[src/rtl/rmw_pkg.sv]
package rmw_pkg;

  parameter int unsigned RMW_DW    = 32;
  parameter int unsigned RMW_LANES = RMW_DW / 8;

  typedef enum logic [2:0] {
    ST_IDLE, ST_S0, ST_S1, ST_S2, ST_WAIT, ST_S3, ST_S4, ST_S5
  } rmw_state_e;

  // Modify step applied to the latched read word.
  function automatic logic [RMW_DW-1:0] apply_modify(
    input logic [1:0]        op,
    input logic [RMW_DW-1:0] rd,
    input logic [RMW_DW-1:0] val
  );
    case (op)
      2'b01:   return rd | val;
      2'b10:   return rd & val;
      default: return val;
    endcase
  endfunction

  // Lane mask, MSB = byte offset 0; size 00 means a full word.
  function automatic logic [RMW_LANES-1:0] lane_mask(
    input logic [1:0] siz,
    input logic [1:0] ofs
  );
    logic [2:0]           cnt;
    logic [RMW_LANES-1:0] m;
    cnt = (siz == 2'b00) ? 3'd4 : {1'b0, siz};
    m   = ~({RMW_LANES{1'b1}} >> cnt);
    return m >> ofs;
  endfunction

endpackage

[src/rtl/rmw_ack_sync.sv]
module rmw_ack_sync #(
  parameter int WIDTH  = 2,
  parameter int STAGES = 2
) (
  input  logic             clk,
  input  logic             rst_n,
  input  logic [WIDTH-1:0] async_in,
  output logic             any_seen
);
  logic [STAGES-1:0][WIDTH-1:0] stg;

  always_ff @(posedge clk or negedge rst_n) begin
    if (!rst_n) begin
      stg <= '0;
    end else begin
      stg[0] <= async_in;
      for (int i = 1; i < STAGES; i++) stg[i] <= stg[i-1];
    end
  end

  assign any_seen = |stg[STAGES-1];
endmodule

[src/rtl/rmw_seq.sv]
module rmw_seq
  import rmw_pkg::*;
(
  input  logic clk,
  input  logic rst_n,
  input  logic start,
  input  logic ack_seen,
  output logic load_req,
  output logic rd_latch,
  output logic lock,
  output logic rw,
  output logic strobe,
  output logic oe,
  output logic dout_en,
  output logic done
);
  rmw_state_e st_q, st_d;
  logic       wr_q, wr_d;
  logic       done_d;

  always_comb begin
    st_d   = st_q;
    wr_d   = wr_q;
    done_d = 1'b0;
    case (st_q)
      ST_IDLE: if (start) begin st_d = ST_S0; wr_d = 1'b0; end
      ST_S0:   st_d = ST_S1;
      ST_S1:   st_d = ST_S2;
      ST_S2:   st_d = ack_seen ? ST_S3 : ST_WAIT;
      ST_WAIT: st_d = ack_seen ? ST_S3 : ST_WAIT;
      ST_S3:   st_d = ST_S4;
      ST_S4:   st_d = ST_S5;
      ST_S5: begin
        if (!ack_seen) begin
          if (wr_q) begin
            st_d   = ST_IDLE;
            wr_d   = 1'b0;
            done_d = 1'b1;
          end else begin
            st_d = ST_S0;
            wr_d = 1'b1;
          end
        end
      end
      default: st_d = ST_IDLE;
    endcase
  end

  always_ff @(posedge clk or negedge rst_n) begin
    if (!rst_n) begin
      st_q <= ST_IDLE;
      wr_q <= 1'b0;
      done <= 1'b0;
    end else begin
      st_q <= st_d;
      wr_q <= wr_d;
      done <= done_d;
    end
  end

  assign load_req = (st_q == ST_IDLE) && start;
  assign rd_latch = (st_q == ST_S3) && !wr_q;
  assign lock     = (st_q != ST_IDLE);
  assign rw       = !wr_q;
  assign strobe   = (st_q == ST_S1) || (st_q == ST_S2) || (st_q == ST_WAIT) ||
                    (st_q == ST_S3) || (st_q == ST_S4);
  assign oe       = strobe && !wr_q;
  assign dout_en  = strobe && wr_q;
endmodule

[src/rtl/rmw_data.sv]
module rmw_data
  import rmw_pkg::*;
#(
  parameter int ADDR_W = 32,
  parameter int FC_W   = 4
) (
  input  logic                 clk,
  input  logic                 rst_n,
  input  logic                 load_req,
  input  logic                 rd_latch,
  input  logic [ADDR_W-1:0]    req_addr,
  input  logic [FC_W-1:0]      req_fc,
  input  logic [1:0]           req_siz,
  input  logic [1:0]           req_op,
  input  logic [RMW_DW-1:0]    req_val,
  input  logic [RMW_DW-1:0]    bus_din,
  output logic [ADDR_W-1:0]    addr_q,
  output logic [FC_W-1:0]      fc_q,
  output logic [1:0]           siz_q,
  output logic [RMW_DW-1:0]    rd_q,
  output logic [RMW_DW-1:0]    wdata,
  output logic [RMW_LANES-1:0] lanes
);
  logic [1:0]        op_q;
  logic [RMW_DW-1:0] val_q;

  always_ff @(posedge clk or negedge rst_n) begin
    if (!rst_n) begin
      addr_q <= '0;
      fc_q   <= '0;
      siz_q  <= '0;
      op_q   <= '0;
      val_q  <= '0;
      rd_q   <= '0;
    end else begin
      if (load_req) begin
        addr_q <= req_addr;
        fc_q   <= req_fc;
        siz_q  <= req_siz;
        op_q   <= req_op;
        val_q  <= req_val;
      end
      if (rd_latch) rd_q <= bus_din;
    end
  end

  assign wdata = apply_modify(op_q, rd_q, val_q);
  assign lanes = lane_mask(siz_q, addr_q[1:0]);
endmodule

[src/rtl/rmw_bus_master.sv]
module rmw_bus_master
  import rmw_pkg::*;
#(
  parameter int ADDR_W      = 32,
  parameter int FC_W        = 4,
  parameter int SYNC_STAGES = 2
) (
  input  logic                 clk,
  input  logic                 rst_n,
  input  logic                 start,
  input  logic [ADDR_W-1:0]    req_addr,
  input  logic [FC_W-1:0]      req_fc,
  input  logic [1:0]           req_siz,
  input  logic [1:0]           req_op,
  input  logic [RMW_DW-1:0]    req_val,
  output logic                 done,
  output logic [RMW_DW-1:0]    rd_value,
  output logic [ADDR_W-1:0]    bus_addr,
  output logic [FC_W-1:0]      bus_fc,
  output logic [1:0]           bus_siz,
  output logic [RMW_LANES-1:0] bus_lanes,
  output logic                 bus_rw,
  output logic                 bus_lock,
  output logic                 bus_as,
  output logic                 bus_ds,
  output logic                 bus_oe,
  output logic [RMW_DW-1:0]    bus_dout,
  output logic                 bus_dout_en,
  input  logic [RMW_DW-1:0]    bus_din,
  input  logic [1:0]           bus_dsack
);
  logic                 ack_seen, load_req, rd_latch, strobe;
  logic [ADDR_W-1:0]    addr_q;
  logic [FC_W-1:0]      fc_q;
  logic [1:0]           siz_q;
  logic [RMW_DW-1:0]    wdata;
  logic [RMW_LANES-1:0] lanes;

  rmw_ack_sync #(.WIDTH(2), .STAGES(SYNC_STAGES)) u_sync (
    .clk(clk), .rst_n(rst_n), .async_in(bus_dsack), .any_seen(ack_seen)
  );

  rmw_seq u_seq (
    .clk(clk), .rst_n(rst_n), .start(start), .ack_seen(ack_seen),
    .load_req(load_req), .rd_latch(rd_latch), .lock(bus_lock), .rw(bus_rw),
    .strobe(strobe), .oe(bus_oe), .dout_en(bus_dout_en), .done(done)
  );

  rmw_data #(.ADDR_W(ADDR_W), .FC_W(FC_W)) u_data (
    .clk(clk), .rst_n(rst_n), .load_req(load_req), .rd_latch(rd_latch),
    .req_addr(req_addr), .req_fc(req_fc), .req_siz(req_siz), .req_op(req_op),
    .req_val(req_val), .bus_din(bus_din), .addr_q(addr_q), .fc_q(fc_q),
    .siz_q(siz_q), .rd_q(rd_value), .wdata(wdata), .lanes(lanes)
  );

  assign bus_as    = strobe;
  assign bus_ds    = strobe;
  assign bus_addr  = bus_lock ? addr_q : '0;
  assign bus_fc    = bus_lock ? fc_q : '0;
  assign bus_siz   = bus_lock ? siz_q : '0;
  assign bus_lanes = bus_lock ? lanes : '0;
  assign bus_dout  = bus_dout_en ? wdata : '0;
endmodule

[config.mk]
export PLATFORM = sky130hd
export DESIGN_NAME = rmw_bus_master
export DESIGN_NICKNAME = d
export VERILOG_FILES = /design/src/rtl/rmw_pkg.sv /design/src/rtl/rmw_ack_sync.sv /design/src/rtl/rmw_seq.sv /design/src/rtl/rmw_data.sv /design/src/rtl/rmw_bus_master.sv
export SDC_FILE = /design/constraint.sdc
export NUM_CORES = 1
export LEC_CHECK = 0
export BUFFER_PORTS_ARGS = -buffer_cell sky130_fd_sc_hd__buf_2
export CELL_PAD_IN_SITES_DETAIL_PLACEMENT = 1
export CELL_PAD_IN_SITES_GLOBAL_PLACEMENT = 2
export CORE_AREA = 3 3 119 167
export CTS_CLUSTER_SIZE = 40
export DETAILED_ROUTE_END_ITERATION = 6
export DIE_AREA = 0 0 122 170
export PLACE_DENSITY = 0.82
export SYNTH_ARGS = -nofsm -noshare
export SYNTH_HDL_FRONTEND = slang
export SYNTH_HIERARCHICAL = 1
export SYNTH_SLANG_ARGS = --single-unit
[constraint.sdc]
create_clock -name clk -period 3.1 [get_ports clk]
set_clock_uncertainty 0.15 [all_clocks]
set_input_delay 0.465 -clock clk [delete_from_list [all_inputs] [get_ports clk]]
set_output_delay 0.465 -clock clk [all_outputs]
set_load 0.05 [all_outputs]
==> impl_metrics.yaml <==
clock_tree:
  clock_path_buffers: 2
  cts.sink_count: 113
  cts_buffers: 17
  cts_tree: "done"
  htreeDepth: 4
  clk_pin_slew_worst_paths_ns: 0.05
  cts_setup_buffers: 0
  cts-root-buf: "clkbuf_16"
  clkLatencyLatePin_ns: 0.41
routing:
  route.vias.total: 4905
  drtIter0Drc: 207
  dr.pass1.iters: 4
  wire_per_inst_microns: 17.90
  drtAntennaViolNets: 0
  wl_microns: 18160
  via_per_inst: 4.837
  route.detailed.drc: 0
run:
  maxCapViolations: 0
setup_path:
  crit_type: "reg -> out"
  crit_arrival_ns: 2.30
  r2r_slack_ns: 0.90
  cpMaxStageDelayCell: "buf_4"
  cp-start-kind: "register"
  rr_worst_depth: 4
  end_kind: "output pin"
  crit_chain: "inv_1 > ha_1 > buf_4 > a21oi_1 > o22ai_1 > and2_1 > buf_2"
  path_max_fanout: 32
  max_stage_delay_ns: 0.39
  worstPathRequired_ns: 2.48
logic_synthesis:
  yosysTopAreaCell: "dfrtp_1"
  ys_seq_area_frac: 0.4791
  ys_async_sr_fraction: 1.000
  syn_inst: 542
  synthTopCellsByArea: "dfrtp_1 (48%), mux2_4 (17%), a21oi_1 (5.5%)"
  synth_top_area_share: 0.4791
  yosysMostFrequentCell: "dfrtp_1"
  synth.ff_latch_count: 113
  synth_area_sq_um: 5902
  synth_common_cells: "dfrtp_1 (113), a21oi_1 (65), mux2_4 (65), and2_2 (42)"
  synth_edf_count: 0
  synth.distinct_cells: 32
  synth.net_count: 656
  syn_avg_cell_area_sq_um: 10.89
  yosysWarnings: 6
  ys.flop_type: "dfrtp_1"
sta:
  fmax_mhz: 343.1
  maxSlewHeadroom: 0.4538
  rsz0062_at_grt: "false"
  whs_ns: -0.002438
  setup_viol: 0
  setup_tns_ns: 0
  layout_min_cycle_time_ns: 2.915
  final.period_utilization: 0.9402
  finalHoldViolCount: 2
  slew_violations: 0
  worst_pin_slew_ns: 0.8193
global_routing:
  grt_overflow: 0
  grt_pass1_vias: 5510
  grt_pass1_wl_microns: 28820
  grt_usage: 0.1777
  antenna_found_initial: 2
  grt_max_degree: 61
layout:
  drive_gt1_frac: 0.4922
  nets: 871
  diodes: 0
  area_growth_pct: 32.29
die:
  die_w_microns: 122
  initial_core_util: 0.3185
  rows: 59
  ios: 222
  die_h_microns: 170
  die_area_sq_um: 20740
  core_sq_um: 18530
placement:
  io_buffers: 221
  dp_hpwl_microns: 12610
  finalWeightedCongestion: 0.7665
worst_hold_path:
  min_path_type: "in -> async"
outcome:
  status: "finished with violations"
  violations: "hold timing"
[layer usage]
layer | routed length (microns) | track usage
met4 | 242 | 0.05802
met1 | 7317 | 0.2025
met2 | 9497 | 0.3229
met3 | 1090 | 0.04388
met5 | 7 | 0
[state kept, by name (all words and copies together), names as in the netlist]
| signal | flops |
|---|---|
| u_data/addr_q | 32 |
| u_seq/done | 1 |
| u_data/rd_q | 32 |
| u_sync/stg | 4 |
| u_data/op_q | 2 |
| u_seq/st_q | 3 |
| u_seq/wr_q | 1 |
| u_data/val_q | 32 |
| u_data/fc_q | 4 |
| u_data/siz_q | 2 |
[cell families after synthesis]
group                      Yosys count  synth area share
adders and majority gates            5           0.01060
and+or+nand+nor                    133            0.1333
buffers and inverters               79           0.07377
AOI/OAI and AO/OA                  143            0.1302
DFF                                113            0.4791
muxes                               69            0.1730
[repair_timing]
item | in CTS | in global routing
endpoints found under the setup margin | 0 | 32
hold buffers | 2 | 0
hold endpoints to repair | 2 | 0
resized for setup | 0 | 2
[cell type report]
cell class                 count  area, sq um
clock buffer                  20        436.7
clock inverter                12        158.9
fill                        2168        10720
inverter                      42        160.2
multi-input combinational    350         2653
sequential                   113         2828
tap                          244        305.3
timing repair buffer         233         1266
[critical path: cells and delay by family (launching register included)]
family | cells | cell delay, ns
fa+ha+maj | 1 | 0.34
simple gates | 1 | 0.19
flops | 1 | 0.36
buf+inv | 3 | 0.73
compound gates | 2 | 0.25
[worst paths after layout]
path / start / end
max in group asynchronous: rst_n / u_data/addr_q[17]
min in group clk: req_val[8] / u_data/val_q[8]
worst min-delay path: rst_n / u_data/addr_q[8]
worst max register to register: u_seq/st_q[1] / u_data/addr_q[4]
worst max-delay path: u_data/op_q[0] / bus_dout[16]
worst min register to register: u_sync/stg[0] / u_sync/stg[2]
[cells in the final DEF, fill, tap and decap left out, types with 6 or more instances in the layout]
cell,Yosys,layout
a21oi_1,65,65
mux2_4,65,65
o22ai_1,31,31
o21ai_0,30,30
inv_1,40,40
o21ai_1,12,12
clkbuf_16,0,17
buf_2,8,220
and2_2,42,42
buf_4,1,6
dfrtp_1,113,113
nand2_1,40,40
and2_1,32,32
[through the flow]
| step | instance area (sq um) | setup WS (ns) | cells | utilization | hold WS [ns] |
|---|---|---|---|---|---|
| 4_1_cts | 7805 | 0.0006217 | 1014 | 0.4212 | 0.01514 |
| 3_3_place_gp | 7189 | 0.5575 | 980 | 0.3880 | 0.1854 |
| 3_5_place_dp | 7189 | 0.4880 | 980 | 0.3880 | 0.1879 |
| 6_report | 7807 | 0.1854 | 1014 | 0.4214 | -0.002438 |
| 5_1_grt | 7807 | 0.02713 | 1014 | 0.4214 | 0.03889 |
| 2_1_floorplan | 5902 | 0.2253 | 542 | - | 0.01941 |
Power is left out: the tool's default activity adds up to more than one toggle a clock period on the data nets, which glitch-free logic cannot reach.
